===== src/rtl/bsu_pkg.sv =====
package bsu_pkg;
    localparam int FULL_W = 64;
    localparam int HALF_W = 32;
    localparam int CNT_W  = $clog2(FULL_W + 1);
    localparam int IDX_W  = $clog2(FULL_W);

    typedef enum logic [2:0] {
        OP_LZC   = 3'd0,
        OP_TZC   = 3'd1,
        OP_POP   = 3'd2,
        OP_FSCAN = 3'd3,
        OP_RSCAN = 3'd4
    } bsu_op_e;

    typedef struct packed {
        logic [FULL_W-1:0] value;
        logic              zf;
        logic              cf;
        logic              old_used;
    } bsu_res_t;

    // The repeat prefix turns a lowest-set-bit scan into a trailing count.
    function automatic logic [2:0] resolve_op(input logic [2:0] op, input logic rep);
        if (rep && op == OP_FSCAN)
            return OP_TZC;
        return op;
    endfunction

    function automatic logic is_scan(input logic [2:0] op);
        return (op == OP_FSCAN) || (op == OP_RSCAN);
    endfunction
endpackage


===== src/rtl/bsu_lead_zero.sv =====
module bsu_lead_zero #(
    parameter int W  = 64,
    localparam int CW = $clog2(W + 1)
) (
    input  logic [W-1:0]  vec,
    output logic [CW-1:0] count
);
    // The last set bit found scanning upwards is the highest one.
    always_comb begin
        count = CW'(W);
        for (int i = 0; i < W; i++) begin
            if (vec[i])
                count = CW'(W - 1 - i);
        end
    end
endmodule


===== src/rtl/bsu_pop_count.sv =====
module bsu_pop_count #(
    parameter int W  = 64,
    localparam int CW = $clog2(W + 1)
) (
    input  logic [W-1:0]  vec,
    output logic [CW-1:0] count
);
    always_comb begin
        count = '0;
        for (int i = 0; i < W; i++)
            count = count + CW'(vec[i]);
    end
endmodule


===== src/rtl/bsu_out_stage.sv =====
module bsu_out_stage
    import bsu_pkg::*;
(
    input  logic     clk,
    input  logic     rst,
    input  logic     take,
    input  bsu_res_t nxt,
    input  logic     drain,
    output logic     busy,
    output bsu_res_t cur
);
    always_ff @(posedge clk) begin
        if (rst) begin
            busy <= 1'b0;
            cur  <= '0;
        end else if (take) begin
            busy <= 1'b1;
            cur  <= nxt;
        end else if (drain) begin
            busy <= 1'b0;
        end
    end
endmodule


===== src/rtl/bsu_scan_count_unit.sv =====
module bsu_scan_count_unit
    import bsu_pkg::*;
(
    input  logic              clk,
    input  logic              rst,
    input  logic              in_valid,
    output logic              in_ready,
    input  logic [2:0]        in_op,
    input  logic              in_rep,
    input  logic              in_wide,
    input  logic [FULL_W-1:0] in_src,
    input  logic [FULL_W-1:0] in_old,
    output logic              out_valid,
    input  logic              out_ready,
    output logic [FULL_W-1:0] out_result,
    output logic              out_zf,
    output logic              out_cf,
    output logic              out_old_used
);
    logic [FULL_W-1:0] src_m;
    logic [FULL_W-1:0] src_rev;
    logic [CNT_W-1:0]  lz_full;
    logic [CNT_W-1:0]  tz_full;
    logic [CNT_W-1:0]  ones;
    logic [CNT_W-1:0]  width_cnt;
    logic [CNT_W-1:0]  lzc;
    logic [CNT_W-1:0]  tzc;
    logic [IDX_W-1:0]  idx_lo;
    logic [IDX_W-1:0]  idx_hi;
    logic              src_zero;
    logic [2:0]        eff_op;
    logic              take;
    logic              busy;
    bsu_res_t          nxt;
    bsu_res_t          cur;

    // Narrow mode clears the upper half so one full-width datapath serves both.
    assign src_m = in_wide ? in_src : {{(FULL_W-HALF_W){1'b0}}, in_src[HALF_W-1:0]};

    generate
        for (genvar g = 0; g < FULL_W; g++) begin : g_rev
            assign src_rev[g] = src_m[FULL_W-1-g];
        end
    endgenerate

    bsu_lead_zero #(.W(FULL_W)) u_lead (.vec(src_m),   .count(lz_full));
    bsu_lead_zero #(.W(FULL_W)) u_trail(.vec(src_rev), .count(tz_full));
    bsu_pop_count #(.W(FULL_W)) u_pop  (.vec(src_m),   .count(ones));

    assign src_zero  = (src_m == '0);
    assign width_cnt = in_wide ? CNT_W'(FULL_W) : CNT_W'(HALF_W);
    assign lzc       = in_wide ? lz_full : lz_full - CNT_W'(FULL_W - HALF_W);
    assign tzc       = src_zero ? width_cnt : tz_full;
    assign idx_lo    = tz_full[IDX_W-1:0];
    assign idx_hi    = IDX_W'(CNT_W'(FULL_W - 1) - lz_full);
    assign eff_op    = resolve_op(in_op, in_rep);

    always_comb begin
        nxt = '0;
        case (eff_op)
            OP_LZC: begin
                nxt.value = FULL_W'(lzc);
                nxt.zf    = src_zero;
                nxt.cf    = src_zero;
            end
            OP_TZC: begin
                nxt.value = FULL_W'(tzc);
                nxt.zf    = src_zero;
                nxt.cf    = src_zero;
            end
            OP_POP: begin
                nxt.value = FULL_W'(ones);
                nxt.zf    = src_zero;
            end
            OP_FSCAN, OP_RSCAN: begin
                nxt.zf       = src_zero;
                nxt.old_used = src_zero;
                if (src_zero)
                    nxt.value = in_old;
                else if (eff_op == OP_FSCAN)
                    nxt.value = FULL_W'(idx_lo);
                else
                    nxt.value = FULL_W'(idx_hi);
            end
            default: nxt = '0;
        endcase
        if (!is_scan(eff_op))
            nxt.old_used = 1'b0;
    end

    assign in_ready = !busy || out_ready;
    assign take     = in_valid && in_ready;

    bsu_out_stage u_stage (
        .clk  (clk),
        .rst  (rst),
        .take (take),
        .nxt  (nxt),
        .drain(out_ready),
        .busy (busy),
        .cur  (cur)
    );

    assign out_valid    = busy;
    assign out_result   = cur.value;
    assign out_zf       = cur.zf;
    assign out_cf       = cur.cf;
    assign out_old_used = cur.old_used;
endmodule


===== config.mk =====
export PLATFORM = sky130hd
export DESIGN_NAME = bsu_scan_count_unit
export DESIGN_NICKNAME = d
export VERILOG_FILES = /design/src/rtl/bsu_pkg.sv /design/src/rtl/bsu_lead_zero.sv /design/src/rtl/bsu_pop_count.sv /design/src/rtl/bsu_out_stage.sv /design/src/rtl/bsu_scan_count_unit.sv
export SDC_FILE = /design/constraint.sdc
export NUM_CORES = 1
export LEC_CHECK = 0
export ABC_CLOCK_PERIOD_IN_PS = 8700
export BUFFER_PORTS_ARGS = -buffer_cell sky130_fd_sc_hd__buf_2
export CORE_MARGIN = 2
export CORE_UTILIZATION = 50
export CTS_CLUSTER_SIZE = 16
export DETAILED_ROUTE_END_ITERATION = 8
export GPL_TIMING_DRIVEN = 0
export PLACE_DENSITY = 0.86
export SYNTH_ARGS = -nofsm -noshare
export SYNTH_HDL_FRONTEND = slang
export SYNTH_HIERARCHICAL = 1
export SYNTH_SLANG_ARGS = --single-unit
export TNS_END_PERCENT = 1

===== constraint.sdc =====
create_clock -name clk -period 8.7 [get_ports clk]
set_input_delay 0.87 -clock clk [delete_from_list [all_inputs] [get_ports clk]]
set_output_delay 0.87 -clock clk [all_outputs]
set_load 0.01 [all_outputs]

# After elaboration in Yosys (flattened, before gate mapping)
# Cells that the tools add are included.
# classes
n_addsub	65
multipliers	0
n_div	0
n_lt_le_gt_ge	0
n_eq_ne	5
shift	0
mux	143
n_bitwise	0
n_reduce_logical	10
# ops
op	n
2-to-1 mux 7 bit	131
adder 7 x 1 -> 7 bit	62
one-hot mux 65 bit (4 select lines)	1
2-to-1 mux 64 bit	2
logical NOT 64 bit	1
equality test 3 x 2 -> 1 bit (second input constant)	3
subtractor 7 x 6 -> 7 bit (second input constant)	1
2-to-1 mux 1 bit	6
2-to-1 mux 3 bit	2
2-to-1 mux 6 bit	1
subtractor 6 bit (first input constant)	1
OR reduction 2 bit	2
equality test 3 x 1 -> 1 bit (second input constant)	1
equality test 3 bit (second input constant)	1
logical NOT 3 bit	1
adder 1 x 1 -> 2 bit	1
logical AND 1 bit	2
logical OR 1 bit	2
nonzero test 2 bit	1
logical NOT 1 bit	1
# word_totals
regBits	68
latchBits	0
mem_bits_rw	0
romBits	0
output_inout_bits	69
wordCells	228
memories	0

# Logic depth before layout (Yosys ltp)
# Gate-level depths: netlist of the first run.
# logic_depth
word_depth	69
depth_mapped	26
ltp_nobuf	25

# By module
# Netlist of the first run, hierarchy kept.
# modules_own_cells
module	instances	cells_per_inst	area_each_um2	seq_area_each_um2
bsu_out_stage	1	221	2426.1	1361.3
bsu_pop_count	1	173	1727.9	0.0
bsu_lead_zero	2	147	859.6	0.0
bsu_scan_count_unit	1	188	1203.7	0.0

# Least setup slack after synthesis of the first run
# No wires, ideal clock.
# synth_path
kind	input to register
from	input in_wide
to	register, netlist name u_stage/cur[9]
t_arrival_ps	7273
slack_ps	1299
stages	26
n_path_buf	2
cell_sequence	clkbuf_1 -> clkbuf_1 -> and2_1 -> inv_1 -> fa_1 -> fa_1 -> inv_1 -> fa_1 -> inv_1 -> fa_1 -> inv_1 -> fa_1 -> inv_1 -> fa_1 -> fa_1 -> fa_1 -> inv_1 -> ha_1 -> fa_1 -> a211o_1 -> a21oi_1 -> o21bai_1 -> a21oi_1 -> o221ai_1 -> mux2i_1 -> nor2_1
# synth_lines
item	line	text
start: declaration	bsu_scan_count_unit.sv:10	input logic in_wide,

==> results of run 1 <==
## stage by stage
| stage | setup WS, ns | area [µm²] | hold slack (ns) | std cells | utilization (%) |
|---|---|---|---|---|---|
| global placement | 0.4744 | 8323 | 0.4677 | 1260 | 60.19 |
| finish | 0.6821 | 8618 | 0.4917 | 1277 | 62.33 |
| global route | 0.2033 | 8616 | 0.5152 | 1276 | 62.31 |
| floorplan | 1.299 | 7077 | 0.5057 | 876 | - |
| detailed placement | 0.3646 | 8323 | 0.4766 | 1260 | 60.19 |
| CTS | 0.7112 | 8616 | 0.4938 | 1276 | 62.31 |
## logic make-up (layout without fill, tap and decap cells)
| logic type | Yosys count | after routing |
|---|---|---|
| AND/OR/NAND/NOR | 393 | 393 |
| buffers and inverters | 138 | 358 |
| AO/OA/AOI/OAI | 134 | 134 |
| multiplexers | 72 | 72 |
| adder cells (fa/ha/maj) | 69 | 69 |
| flip-flops | 68 | 68 |
| XOR/XNOR | 2 | 2 |
| other | 0 | 1 |
## flip-flops by register name (all words and copies together) (netlist names)
register      flops
u_stage/busy      1
u_stage/cur      67
## cells in the final DEF, fill, tap and decap left out, types with 7 or more instances in the layout
cell type	instances
nor4_1	42
nor3_1	31
nor2b_1	14
o21bai_1	9
nand2_1	17
nand2b_1	13
or3_1	7
ha_1	15
nand4_1	12
dfxtp_1	68
o21ai_0	18
a21oi_1	36
clkbuf_16	9
o21a_1	9
mux2i_1	72
inv_1	105
and2_1	91
a211oi_1	11
or4_1	8
fa_1	54
clkbuf_1	10
nor2_1	124
nand3_1	11
buf_2	213
## power by group through the flow
stage	sequential [mW]	combinational, mW	clock (mW)
after global placement	0.330	2.30	0
after detailed placement	0.330	2.36	0
final	0.324	2.40	0.364
after floorplan	0.334	1.84	0
after global routing	0.325	2.79	0.381
after CTS	0.324	2.38	0.365
## worst min-delay path, cell delays in order, from the launching register on
cell and delay [ns]:
dfxtp_1 0.32, mux2i_1 0.06, nor2_1 0.07
## layer usage
layer | GRT usage [%] | up-vias | part of all wire [%]
met5 | 0 | - | 0
met4 | 8.807 | 0 | 2.7
met3 | 6.827 | 45 | 9.2
met2 | 49.17 | 356 | 48
met1 | 36.37 | 3374 | 40
li1 | - | 3455 | -
## cell type report
cell class / instances / share of cell area [%]
clock inverters: 6 / 0.7404
well taps: 180 / 2.613
inverters: 106 / 4.617
clock buffers: 10 / 2.657
repair buffers: 204 / 11.85
diodes: 1 / 0.02904
plain buffers: 32 / 2.541
multi-input cells: 670 / 59.16
flip-flops and latches: 68 / 15.80
## path summary, 6_finish.rpt
kind	start	cells past startpoint	to
worst min-delay path	u_stage/cur[36]$_SDFFE_PP0P_	2	u_stage/cur[36]$_SDFFE_PP0P_
worst max register to register	u_stage/busy$_SDFFE_PP0P_	7	u_stage/cur[45]$_SDFFE_PP0P_
worst max-delay path	in_wide	27	u_stage/cur[9]$_SDFFE_PP0P_
worst min register to register	u_stage/cur[36]$_SDFFE_PP0P_	2	u_stage/cur[36]$_SDFFE_PP0P_
==> impl_metrics.toml, run 1 <==
[sta]
worstMarginPinSlew_ns = 0.8907
max_slew_margin_pct = 39.87
setup_tns_ns = 0
period_minus_slack_ns = 8.018
rsz0062_at_grt = "no"
max_freq_mhz = 124.7
skew_ns = 0.01136
finalHoldViolations = 0
report.final.slew_viol_count = 0
setup_viol_count_final = 0
fin_crit_sh_pct = 92.16

[clock_tree]
cts_resized = 0
hold_buffers = 0
root_buffer = "clkbuf_16"
clk_latency_ns = 0.33
tritoncts = "built"
htree_levels = 3
clkTransAtPathRegs_ns = 0.06
cts_buffers = 9
post_cts_buffers = 0
cts_sinks = 68
clock_path_buffers = 2

[synth]
ys_seq_area_share_pct = 19.24
synth-simple-area-share_pct = 30.62
yosysTopAreaCellShare_pct = 19.24
ys.flop_type = "dfxtp_1"
synth_edf_count = 0
yosys.area_share.adder_pct = 17.93
ys_warn_count = 6
synthTopCellsByArea = "dfxtp_1 19%, fa_1 15%, mux2i_1 10%, and2_1 8.0%, nor2_1 6.6%"
avgSynthCellArea_um2 = 8.079
synthXorXnorAreaFrac_pct = 0.2475
syn_area_mm2 = 0.007077
yosysMostFrequentCell = "nor2_1"
synth-compound-area-share_pct = 13.07
yosysTopAreaCell = "dfxtp_1"
syn-num-nets = 1082
synth_cells = 876
synth.mux.area_fraction_pct = 10.18
synth_top_family_by_area = "simple AND/OR/NAND/NOR gates"
ys_ff_latch = 68
synthArstFlopShare_pct = 0
ys_top_cells_by_count = "124 x nor2_1, 105 x inv_1, 91 x and2_1"
synth_cell_types = 65

[placement]
place_hpwl_mm = 17.18
port_buffers = 204
gp_congestion = 0.9925

[global_routing]
grtUsageTotal_pct = 28.88
gr-total-overflow = 0
grt_pass1_wl_mm = 34.42
antenna_found_initial = 1
grt_start_max_net_pins = 13
first_global_vias = 7045

[layout]
seqCellArea_mm2 = 0.001361
n_fill_cell = 1151
area_growth_pct = 21.78
drive_above_1_share_pct = 23.45
multiInputGateArea_mm2 = 0.005099
nets = 1297

[setup_path]
required_ns = 8.89
critPathSlowestCell = "fa_1"
ff2ff_setup_slack_ns = 7.22
critPathTopFamily = "adder cells"
crit_top_cell = "fa_1"
setup.worst_path.start_class = "input pin"
cp_num_buf_inv = 9
critPathKind = "input pin to flop"
cp-end-kind = "flop"
critPathMaxStageDelay_ns = 0.52
cp_max_fo = 10
arrival_ns = 8.21

[die]
core_area_mm2 = 0.01383
io-pin-count = 206
initial_core_util_pct = 51.18
die_h_um = 123.0
die_w_um = 123.0
die_area_mm2 = 0.01512
core.rowCount = 43

[route]
drt_drc_violations_left = 0
vias = 7230
wl_per_cell_um = 17.00
dr.pass1.iters = 5
drt-total-wl_mm = 21.71
drtIter0Drc = 511
ant_nets = 0
via_per_inst = 5.662

[pwr]
power.share.switching_pct = 47.78
p_seq_share_pct = 10.5
p_switching_mw = 1.477
cellLeakagePower_nw = 4.115
power.density_mw_per_mm2 = 358.7
combPwrFrac_pct = 77.8
peakVddDrop_mv = 0.6723
pwr-share-clk_pct = 11.8
internal-power_mw = 1.615
finalPower_mw = 3.092

[min_path]
hold_path.class = "flop to flop"

[run_status]
status = "completed"

[flow_run]
cap_violations = 0
(Power assumes the default switching activity.)
==> run 2: changes to the inputs <==
- CORE_UTILIZATION: 50 -> 45
- PLACE_DENSITY: 0.86 -> 0.8
==> run 2 against run 1 <==
Clock power grew 7.4%. Worst hold slack got worse by 0.0038 ns. Highest routed layer unchanged. Non-clock buffer count is the same. Flip-flop and latch count unchanged. Largest cell class unchanged. Cell area rose by 0.84%. Wire length down 0.40%. First-iteration DRC count is 12% higher. Register-to-register slack better by 0.02 ns.
==> impl_metrics.toml, run 2 (synthesis results as in run 1) <==
[min_path]
hold_depth = 2
hold_path.class = "flop to flop"
hp-start = "u_stage/cur[65]$_SDFFE_PP0P_"
hold_end = "u_stage/cur[65]$_SDFFE_PP0P_"

[global_routing]
antenna_found_initial = 1
grt_start_max_net_pins = 14
gr-total-overflow = 0
grt_pass1_wl_mm = 34.44
grtUsageTotal_pct = 25.57
first_global_vias = 6862

[placement]
gp_congestion = 0.9408
place_hpwl_mm = 17.44
port_buffers = 204
dpl-instance-area_mm2 = 0.008362

[clock_tree]
cts_sinks = 68
hold_buffers = 0
clkTransAtPathRegs_ns = 0.05
post_cts_buffers = 0
root_buffer = "clkbuf_16"
htree_levels = 3
cts_resized = 0
cts_buffers = 9
clock_path_buffers = 2
tritoncts = "built"
clk_latency_ns = 0.33

[flow_run]
cap_violations = 0

[die]
die_h_um = 129.4
io-pin-count = 206
core.rowCount = 45
core_area_mm2 = 0.01526
die_area_mm2 = 0.01675
die_w_um = 129.4
initial_core_util_pct = 46.38

[layout]
multiInputGateArea_mm2 = 0.005099
drive_above_1_share_pct = 23.54
seqCellArea_mm2 = 0.001361
final_cell_mix = "213 x buf_2, 124 x nor2_1, 105 x inv_1, 91 x and2_1, 72 x mux2i_1"
nets = 1297
largest_register_ffs = 67
n_fill_cell = 1392
final_common_cell = "buf_2"
top_regs = "u_stage/cur (67), u_stage/busy (1)"
fin_area_mm2 = 0.008691
area_growth_pct = 22.81
top_register = "u_stage/cur"

[setup_path]
r2r_start = "u_stage/busy$_SDFFE_PP0P_"
crit_top_cell = "fa_1"
critPathKind = "input pin to flop"
timing.rr.end = "u_stage/cur[48]$_SDFFE_PP0P_"
ff2ff_setup_slack_ns = 7.24
critPathSlowestCell = "fa_1"
cp-end-kind = "flop"
critPathMaxStageDelay_ns = 0.53
cp_max_fo = 10
arrival_ns = 8.24
reg2reg_depth = 7
startpoint = "in_wide"
required_ns = 8.89
setup.worst_path.start_class = "input pin"

[route]
dr.pass1.iters = 5
ant_nets = 0
drtIter0Drc = 572
wl_per_cell_um = 16.52
vias = 7121
drt_drc_violations_left = 0
via_per_inst = 5.440
drt-total-wl_mm = 21.62

[run_status]
status = "completed"

[sta]
max_slew_margin_pct = 54.74
report.final.slew_viol_count = 0
setup_tns_ns = 0
max_freq_mhz = 124.2
period_minus_slack_ns = 8.049
worstMarginPinSlew_ns = 0.6703
fin_crit_sh_pct = 92.51
setup_viol_count_final = 0
rsz0062_at_grt = "no"
skew_ns = 0.006900
finalHoldViolations = 0

[pwr]
cellLeakagePower_nw = 4.132
p_seq_share_pct = 10.3
power.density_mw_per_mm2 = 361.7
combPwrFrac_pct = 77.3
p_switching_mw = 1.499
peakVddDrop_mv = 0.8893
pwr-share-clk_pct = 12.4
power.share.switching_pct = 47.68
internal-power_mw = 1.645
run 2: worst max-delay path by stage:
stage / cells past startpoint / endpoint / slack [ns]
2_1_floorplan: 26 / u_stage/cur[9]$_SDFFE_PP0P_ / 1.30
4_1_cts: 27 / u_stage/cur[9]$_SDFFE_PP0P_ / 0.72
6_report: 27 / u_stage/cur[9]$_SDFFE_PP0P_ / 0.65
5_1_grt: 27 / u_stage/cur[7]$_SDFFE_PP0P_ / 0.32
3_5_place_dp: 27 / u_stage/cur[9]$_SDFFE_PP0P_ / 0.40
3_3_place_gp: 27 / u_stage/cur[9]$_SDFFE_PP0P_ / 0.52
run 2: stage by stage:
step	util [%]	cells	total power [mW]	hold slack (ns)	setup WS [ns]
finish	56.96	1309	3.143	0.4878	0.6512
global route	56.93	1307	3.538	0.5065	0.3154
CTS	56.93	1307	3.119	0.4911	0.7242
detailed placement	54.80	1291	2.707	0.4762	0.4006
global placement	54.80	1291	2.649	0.4679	0.5224
floorplan	-	876	2.178	0.5057	1.299
run 2: cell type report:
class	count	share of cell area, %
clock buffers	9	2.591
flip-flops and latches	68	15.66
diodes	2	0.05759
repair buffers	204	11.75
clock inverters	7	1.137
plain buffers	32	2.519
inverters	106	4.578
well taps	211	3.038
multi-input cells	670	58.67
run 2: worst max-delay path, delay by kind of cell:
kind	cells	cell delay, ns
fa+ha+maj	10	4.65
buf+inv	9	1.25
mux	1	0.16
simple gates	2	0.40
compound gates	5	0.92
run 2: power by group through the flow:
| stage | registers [mW] | logic [mW] | clock network (mW) |
|---|---|---|---|
| 2_1_floorplan | 0.334 | 1.84 | 0 |
| 3_3_place_gp | 0.330 | 2.32 | 0 |
| 3_5_place_dp | 0.330 | 2.38 | 0 |
| 4_1_cts | 0.324 | 2.40 | 0.396 |
| 5_1_grt | 0.325 | 2.80 | 0.409 |
| 6_report | 0.324 | 2.43 | 0.391 |
run 2: routing by layer:
| layer | wire length (µm) | global-route usage, % | part of all wire (%) | vias to the layer above |
|---|---|---|---|---|
| met1 | 9428 | 34.69 | 44 | 3327 |
| met3 | 1622 | 4.748 | 7.5 | 32 |
| met5 | 0 | 0 | 0 | - |
| met2 | 10100 | 42.23 | 47 | 303 |
| met4 | 465 | 6.522 | 2.2 | 0 |
| li1 | - | - | - | 3459 |
